### src/rtl/cstate_ctl.sv
module cstate_ctl #(
  parameter int AW = 16,
  parameter int NP = 2
) (
  input  logic                 clk,
  input  logic                 rst_n,
  input  logic [AW-1:0]        pm_base,
  input  logic [NP-1:0][AW-1:0] io_addr,
  input  logic [NP-1:0]        io_rd,
  input  logic [NP-1:0]        io_wr,
  output logic [NP-1:0][7:0]   io_rdata,
  output logic [NP-1:0]        io_hit,
  input  logic                 c4_for_c3,
  input  logic                 brk_evt,
  input  logic                 thr_req,
  output logic                 thr_out,
  output logic                 stpclk_n,
  output logic [1:0]           cstate
);

  typedef enum logic [1:0] {S_RUN = 2'b00, S_L2 = 2'b01, S_L3 = 2'b10, S_L4 = 2'b11} lvl_t;

  localparam logic [AW-1:0] OFS_L2 = AW'(8'h14);
  localparam logic [AW-1:0] OFS_L3 = AW'(8'h15);
  localparam logic [AW-1:0] OFS_L4 = AW'(8'h16);

  logic [AW-1:0] a_l2, a_l3, a_l4;
  logic [NP-1:0] rq2, rq3, rq4;
  lvl_t st, st_nx;

  assign a_l2 = pm_base + OFS_L2;
  assign a_l3 = pm_base + OFS_L3;
  assign a_l4 = pm_base + OFS_L4;

  for (genvar p = 0; p < NP; p++) begin : g_port
    logic m2, m3, m4;
    assign m2 = io_addr[p] == a_l2;
    assign m3 = io_addr[p] == a_l3;
    assign m4 = io_addr[p] == a_l4;
    assign io_hit[p]   = (io_rd[p] | io_wr[p]) & (m2 | m3 | m4);
    assign io_rdata[p] = 8'h00;
    assign rq2[p] = io_rd[p] & m2;
    assign rq3[p] = io_rd[p] & m3;
    assign rq4[p] = io_rd[p] & m4;
  end

  always_comb begin
    st_nx = st;
    if (st == S_RUN) begin
      if (|rq2)      st_nx = S_L2;
      else if (|rq3) st_nx = c4_for_c3 ? S_L4 : S_L3;
      else if (|rq4) st_nx = S_L4;
    end else if (brk_evt) begin
      st_nx = S_RUN;
    end
  end

  always_ff @(posedge clk) begin
    if (!rst_n) st <= S_RUN;
    else        st <= st_nx;
  end

  assign cstate   = st;
  assign stpclk_n = (st == S_RUN);
  assign thr_out  = thr_req & (st == S_RUN);

endmodule

### config.mk
export PLATFORM = sky130hd
export DESIGN_NAME = cstate_ctl
export DESIGN_NICKNAME = d
export VERILOG_FILES = /design/src/rtl/cstate_ctl.sv
export SDC_FILE = /design/constraint.sdc
export NUM_CORES = 1
export LEC_CHECK = 0
export ABC_CLOCK_PERIOD_IN_PS = 3000
export BUFFER_PORTS_ARGS = -buffer_cell sky130_fd_sc_hd__buf_2
export CORE_AREA = 2 2 79 81
export CTS_CLUSTER_DIAMETER = 100
export DETAILED_ROUTE_END_ITERATION = 10
export DIE_AREA = 0 0 81 83
export PLACE_DENSITY_LB_ADDON = 0.08
export SETUP_SLACK_MARGIN = 0.1
export SLEW_MARGIN = 30
export SYNTH_ARGS = -nofsm -noshare
export SYNTH_HDL_FRONTEND = slang
export SYNTH_SLANG_ARGS = --single-unit
export TNS_END_PERCENT = 100
### constraint.sdc
create_clock -name clk -period 3 [get_ports clk]
set_input_delay 0.15 -clock clk [delete_from_list [all_inputs] [get_ports clk]]
set_output_delay 0.15 -clock clk [all_outputs]
set_load 0.1 [all_outputs]
Word-level counts from Yosys, hierarchy flattened. Cells that the tools add are included.

Multiplexer cells: 6. Bitwise operators: 15. Eq/ne operators: 7. Multiply operators: 0. Order comparisons: 0. Add/subtract/negate cells: 3. Divide/modulo/power cells: 0. Reductions and logical operators: 6. Shift operators: 0.

Operators with widths (count): equality test 16 bit (6); adder 16 x 5 -> 16 bit, second input constant (3); 2-to-1 mux 2 bit (5); AND 1 bit (9); bitwise OR 1 bit (6); OR reduction 2 bit (3); != test 4 x 1 -> 1 bit, second input constant (1); logical NOT 2 bit (1); AND reduction 2 bit (1); nonzero test 2 bit (1); 2-to-1 mux 1 bit (1).

Logic and storage cells: 38. RAM bits: 0. Output and inout bits: 22. Register bits: 2. Bits in latches: 0. ROM bits: 0. Memories kept: 0.

Depth between registers and ports, before layout. Gate-level depths: netlist (run 1).

Depth in word-level cells: 8. Mapped depth: 12. Mapped depth without buffers: 10.

Worst setup path before layout (run 1). Ideal clock, no wire load.

Kind: input -> output. Start point: input port pm_base[2]. End point: output port io_hit[1]. Arrival time: 3633 ps. Cell stages on the path: 12. Slack: -783 ps. Path through: buf_2 inv_1 ha_1 nand2b_1 clkbuf_2 a21o_1 a211o_1 a211o_1 or4_1 o22ai_2 a41oi_1 nor2_1.

Longest elaborated chain between the ends: 5. Elaborated cells between the ends (all ways): 9.

Ends and longest elaborated chain: from (decl) (line 7) `input logic [AW-1:0] pm_base,`; adder 16 x 5 -> 16 bit (on tied branches) (line 31, 32); equality test 16 bit (on tied branches) (line 37, 38); bitwise OR 1 bit (line 40) `assign io_hit[p] = (io_rd[p] | io_wr[p]) & (m2 | m3 | m4);`; bitwise OR 1 bit (*) (line 40); AND 1 bit (*) (line 40); to (decl) (line 12) `output logic [NP-1:0] io_hit,`.

Every way passes the cells marked *; elsewhere a longest branch is shown, timed or not.

Worst setup path in the final report (run 1). Same ends and word-level chain as after synthesis.

==> flow_metrics.py, run 1 <==
metrics = {
    "timing": {
        "hold_viol_final": 0,
        "skew_ns": 0.000899,
        "slew_headroom": 0.530,
        "min_period_ns": 2.81,
        "slew_viol_final": 0,
        "worst_pin_slew_ns": 0.705,
        "finalSetupViolations": 0,
        "max_freq_mhz": 355,
        "finalCritPeriodShare": 0.938,
        "rsz0062_at_grt": "yes",
    },
    "clocking": {
        "clock_sinks": 2,
        "clock_path_buffers": 2,
        "post_cts_buffers": 0,
        "cts_tree": "done",
        "htreeDepth": 1,
        "cts_resized": 0,
        "cts-root-buf": "clkbuf_8",
        "hold_buffers": 0,
        "cts_buffers": 3,
        "clkTransAtPathRegs_ns": 0.03,
        "clk_latency_ns": 0.21,
    },
    "yosys": {
        "synthesis.area_um2": 2560,
        "ys_seq_elements": 2,
        "synth_top_area_frac": 0.158,
        "ys.warnings.count": 0,
        "yosysTopAreaCell": "xnor2_1",
        "async_flop_share": 0,
        "synth.distinct_cells": 75,
        "synth_top_cells_by_area": "xnor2_1 16%, xor2_1 10%, buf_4 5.3%",
        "synth_edf_count": 0,
        "syn_inst": 361,
        "synth_seq_area_share": 0.0157,
        "syn_area_per_cell_um2": 7.08,
        "synthFlopType": "dfxtp_1",
    },
    "floorplan": {
        "die_h_um": 83,
        "die_area_um2": 6720,
        "ios": 79,
        "fp.dieW_um": 81,
        "rows": 28,
        "start_util": 0.440,
        "core-area_um2": 5820,
    },
    "worst_hold_path": {
        "holdCritPathClass": "in2reg",
        "min_path_cells": 3,
    },
    "placement": {
        "portBuffers": 62,
        "place_congestion": 0.918,
        "dp_hpwl_um": 7110,
        "post-place-cells": 514,
        "placed_cell_area_um2": 3100,
    },
    "cells_and_area": {
        "fin_cells": 517,
        "final_area_um2": 3190,
        "area_growth_pct": 24.9,
        "largest_reg_flops": 2,
        "final_nets": 506,
        "drive_gt1_frac": 0.303,
        "antennaDiodeCount": 0,
    },
    "grt": {
        "grt_max_degree": 16,
        "first_global_vias": 2847,
        "gr-total-overflow": 0,
        "antenna_found_initial": 0,
        "grt_usage": 0.253,
        "grt_pass1_wl_um": 13800,
    },
    "drt": {
        "wirelength_um": 8570,
        "drt_first_pass_iters": 4,
        "drtIter0Drc": 146,
        "dr_total_vias": 3018,
        "via_per_inst": 5.84,
        "wl_per_cell_um": 16.6,
        "ant_nets": 0,
        "drc": 0,
    },
    "setup_path": {
        "required_ns": 2.85,
        "worst_path_most_repeated_cell": "o22ai_2",
        "cp_slowest_cell": "or4_1",
        "r2r_cells": 4,
        "crit_fanout": 8,
        "worstSetupPathType": "in2out",
        "cp_cell_sequence": "buf_2, ha_2, buf_4, a211o_1, and3_1, a21oi_2, o22ai_2, or4_1, o22ai_2, a41oi_1, nor2_4, buf_12",
        "max_stage_delay_ns": 0.55,
        "arrival_ns": 2.66,
        "cp-start-kind": "input pin",
        "crit_path_end_kind": "primary output",
    },
    "run_status": {
        "run_status": "complete, no violations",
    },
    "pwr": {
        "power-per-cell-area_nw_per_um2": 215,
        "peakVddDrop_mv": 0.244,
        "leakage_nw": 1.27,
    },
    "flow_run": {
        "cap_violations": 0,
    },
}
==> cell usage in the layout (no fill, tap or decap), types with 5 or more instances in the layout <==
cell | synthesis | final
a211oi_1 | 5 | 5
a21oi_1 | 14 | 12
and3_1 | 7 | 7
buf_2 | 9 | 60
buf_4 | 18 | 38
conb_1 | 1 | 16
inv_1 | 9 | 9
nand2_1 | 20 | 20
nand3_1 | 17 | 17
nand3b_1 | 6 | 6
nand4_1 | 6 | 6
nor2_1 | 23 | 21
nor3_1 | 10 | 10
nor4_1 | 8 | 8
o21ai_0 | 11 | 11
o22ai_1 | 9 | 8
o31ai_1 | 5 | 5
xnor2_1 | 46 | 46
xor2_1 | 30 | 30
==> final cells by class <==
class	instances	area, um2
fill	608	2620
multi-input combinational	327	2350
timing repair buffer	100	626
tap	75	93.8
clock buffer	3	41.3
sequential	2	40.0
inverter	10	37.5
==> metrics by stage <==
stage / worst slack, ns / hold WS, ns / total power (W) / utilization / setup TNS (ns)
2_1_floorplan: -0.0491 / 0.307 / 0.000420 / - / -0.0491
3_3_place_gp: 0.131 / 0.435 / 0.000559 / 0.532 / 0
3_5_place_dp: 0.113 / 0.424 / 0.000560 / 0.532 / 0
4_1_cts: 0.108 / 0.219 / 0.000673 / 0.539 / 0
5_1_grt: 0.0705 / 0.234 / 0.000732 / 0.549 / 0
6_report: 0.185 / 0.214 / 0.000687 / 0.549 / 0
==> cells by family (layout without fill, tap and decap cells) <==
group,Yosys count,in the layout,share of synthesized area
flops,2,2,0.0157
buf+inv,47,113,0.115
fa+ha+maj,5,5,0.0245
other cells,1,16,0.00147
xor+xnor,76,76,0.260
mux,4,4,0.0166
simple gates,136,136,0.309
compound gates,90,90,0.258
==> power by group <==
group / leakage (nW) / total, W / internal [W] / switching, W
Clock: 0.0216 / 0.000107 / 0.0000850 / 0.0000224
Combinational: 1.24 / 0.000553 / 0.000195 / 0.000358
Sequential: 0.0161 / 0.0000268 / 0.0000268 / 0.00000000268
Total: 1.27 / 0.000687 / 0.000307 / 0.000380
==> Yosys cell counts (6+ instances only) <==
master / count
a21oi_1: 14
and3_1: 7
buf_2: 9
buf_4: 18
inv_1: 9
nand2_1: 20
nand3_1: 17
nand3b_1: 6
nand4_1: 6
nor2_1: 23
nor3_1: 10
nor4_1: 8
o21ai_0: 11
o22ai_1: 9
xnor2_1: 46
xor2_1: 30
==> worst paths after layout <==
kind	from	to	slack, ns
hold / removal	c4_for_c3	cstate[0]	0.21
setup / recovery	pm_base[2]	io_hit[1]	0.19
hold reg to reg	cstate[1]	cstate[1]	0.55
setup reg to reg	cstate[1]	cstate[0]	2.10
==> per-layer routing <==
| metal | GRT usage | wire length, um | vias up |
|---|---|---|---|
| li1 | - | - | 1486 |
| met1 | 0.348 | 3890 | 1409 |
| met2 | 0.428 | 4110 | 111 |
| met3 | 0.0163 | 436 | 12 |
| met4 | 0.0539 | 144 | 0 |
| met5 | 0 | 0 | - |
==> worst max-delay path: cells and delay by family <==
family	cells	cell delay [ns]
fa+ha+maj	1	0.22
simple gates	3	0.97
buf+inv	3	0.47
compound gates	5	0.85
No activity file was read; power rests on OpenSTA's default activity.
==> run 2: changes to the inputs <==
--- a/config.mk
+++ b/config.mk
@@ -5,12 +5,13 @@
 export SDC_FILE = /design/constraint.sdc
 export NUM_CORES = 1
 export LEC_CHECK = 0
+export ABC_AREA = 1
 export ABC_CLOCK_PERIOD_IN_PS = 3000
 export BUFFER_PORTS_ARGS = -buffer_cell sky130_fd_sc_hd__buf_2
-export CORE_AREA = 2 2 79 81
+export CORE_AREA = 2 2 86 88
 export CTS_CLUSTER_DIAMETER = 100
 export DETAILED_ROUTE_END_ITERATION = 10
-export DIE_AREA = 0 0 81 83
+export DIE_AREA = 0 0 88 90
 export PLACE_DENSITY_LB_ADDON = 0.08
 export SETUP_SLACK_MARGIN = 0.1
 export SLEW_MARGIN = 30
==> flow_metrics.py, run 2 <==
metrics = {
    "grt": {
        "grt_usage": 0.277,
        "antenna_found_initial": 0,
        "grt_max_degree": 18,
        "first_global_vias": 3940,
        "grt_pass1_wl_um": 17700,
        "gr-total-overflow": 0,
    },
    "cells_and_area": {
        "final_common_cell": "nand2_1",
        "drive_gt1_frac": 0.139,
        "largest_reg_flops": 2,
        "antennaDiodeCount": 0,
        "final_util": 0.497,
        "most-common-layout-cells": "277 x nand2_1, 136 x nand3_1, 69 x nor2_1",
        "final_nets": 783,
        "area_growth_pct": 13.5,
        "final_area_um2": 3490,
    },
    "yosys": {
        "async_flop_share": 0,
        "synth_top_cells_by_area": "nand2_1 34%, nand3_1 22%, nor2_1 8.7%",
        "syn_inst": 661,
        "yosysMostFrequentCell": "nand2_1",
        "ys_seq_elements": 2,
        "synth_edf_count": 0,
        "ys.warnings.count": 0,
        "yosysTopAreaCell": "nand2_1",
        "synthFlopType": "dfxtp_1",
        "synth.distinct_cells": 32,
        "syn_area_per_cell_um2": 4.66,
        "synth_common_cells": "278 x nand2_1, 136 x nand3_1, 71 x nor2_1, 66 x inv_1, 18 x buf_4",
        "synth_seq_area_share": 0.0130,
        "synthesis.area_um2": 3080,
        "synth_top_area_frac": 0.339,
    },
    "clocking": {
        "clock_sinks": 2,
        "htreeDepth": 1,
        "hold_buffers": 0,
        "clkTransAtPathRegs_ns": 0.03,
        "clock_path_buffers": 2,
        "cts-root-buf": "clkbuf_8",
        "cts_tree": "done",
        "clk_latency_ns": 0.21,
        "cts_buffers": 3,
    },
    "timing": {
        "hold_viol_final": 0,
        "finalCritPeriodShare": 0.863,
        "fin_hold_ws_ns": 0.167,
        "tns_ns": 0,
        "finalSetupViolations": 0,
        "skew_ns": 0.00111,
        "rsz0062_at_grt": "no",
        "max_freq_mhz": 386,
        "slew_viol_final": 0,
        "min_period_ns": 2.59,
    },
    "pwr": {
        "intPower_w": 0.000322,
        "clkPwrFrac": 0.104,
        "power-per-cell-area_nw_per_um2": 290,
        "p_total_w": 0.00101,
        "power_switching_w": 0.000692,
        "seqPwrFrac": 0.050,
        "peakVddDrop_mv": 0.197,
        "p_sw_frac": 0.682,
        "leakage_nw": 2.07,
        "p_comb_frac": 0.847,
    },
    "setup_path": {
        "worstSetupPathType": "in2out",
        "ff2ff_setup_slack_ns": 1.90,
        "worst_r2r_endpoint": "cstate[0]",
        "arrival_ns": 2.44,
        "r2r_cells": 7,
        "cp-start-kind": "input pin",
        "crit_path_end_kind": "primary output",
        "critPathLaunch": "pm_base[5]",
        "crit_fanout": 17,
        "r2r_start": "cstate[1]",
        "required_ns": 2.85,
    },
    "drt": {
        "ant_nets": 0,
        "wirelength_um": 11000,
        "via_per_inst": 5.24,
        "wl_per_cell_um": 13.5,
        "drc": 0,
        "dr_total_vias": 4285,
        "drt_first_pass_iters": 6,
        "drtIter0Drc": 403,
    },
    "floorplan": {
        "start_util": 0.438,
        "core-area_um2": 7020,
        "die_h_um": 90,
        "die_area_um2": 7920,
        "fp.dieW_um": 88,
        "ios": 79,
        "rows": 31,
    },
    "placement": {
        "place_congestion": 1.03,
        "placed_cell_area_um2": 3450,
        "portBuffers": 62,
        "dp_hpwl_um": 9490,
    },
    "run_status": {
        "run_status": "complete, no violations",
    },
    "flow_run": {
        "cap_violations": 0,
    },
    "worst_hold_path": {
        "min_path_cells": 3,
        "holdCritPathClass": "in2reg",
        "min_to": "cstate[0]",
        "hp-start": "rst_n",
    },
}
-- run 2: what timing repair did --
item	4_1_cts	5_1_grt
buffers inserted	0	0
resized for setup	0	1
endpoints found under the setup margin	0	2
-- run 2: cells by family after synthesis --
kind of cell	synth area share
AOI/OAI and AO/OA	0.0285
adders and majority gates	0.0203
other	0.00122
DFF	0.0130
xor gates and xnor gates	0.0419
buffers and inverters	0.143
and+or+nand+nor	0.752
-- run 2: metrics by stage --
stage / setup slack, ns / cells
after floorplan: 0.201 / 676
after global placement: 0.391 / 815
after detailed placement: 0.385 / 815
after CTS: 0.373 / 818
after global routing: 0.134 / 818
final: 0.412 / 818
-- run 2: worst max path at each step --
stage	endpoint	cells past startpoint	slack [ns]
2_1_floorplan	thr_out	3	0.20
3_3_place_gp	io_hit[1]	17	0.39
3_5_place_dp	io_hit[1]	17	0.38
4_1_cts	io_hit[1]	17	0.37
5_1_grt	io_hit[0]	16	0.13
6_report	io_hit[1]	15	0.41
-- run 2: area by class of cell --
class                           instances  area (um2)
Fill cell                             788        3530
Multi-Input combinational cell        577        2670
Timing Repair Buffer                   62         340
Inverter                               75         282
Tap cell                               99         124
Clock buffer                            3        41.3
Sequential cell                         2        40.0
-- run 2: power by group through the flow --
stage	Combinational, W	Clock [W]	Sequential [W]
floorplan	0.000588	0	0.000138
global placement	0.000840	0	0.0000498
detailed placement	0.000847	0	0.0000500
global route	0.000931	0.000111	0.0000535
CTS	0.000850	0.000106	0.0000502
finish	0.000858	0.000105	0.0000503
-- run 2: per-layer routing --
layer,GRT usage,share of wire
met5,0,0
met4,0.0744,0.028
met1,0.382,0.43
met2,0.458,0.45
met3,0.0193,0.084
-- run 2: critical path, cell delays in order --
cell and delay [ns]:
buf_2 0.27, nand2_1 0.20, nor2_4 0.39, nand2_1 0.18
nor2_2 0.15, inv_1 0.05, nand2_1 0.08, nand2_1 0.07
nand2_1 0.08, o211a_1 0.14, nand4_1 0.09, nor2_1 0.12
a21oi_1 0.06, a21oi_2 0.19, buf_12 0.20
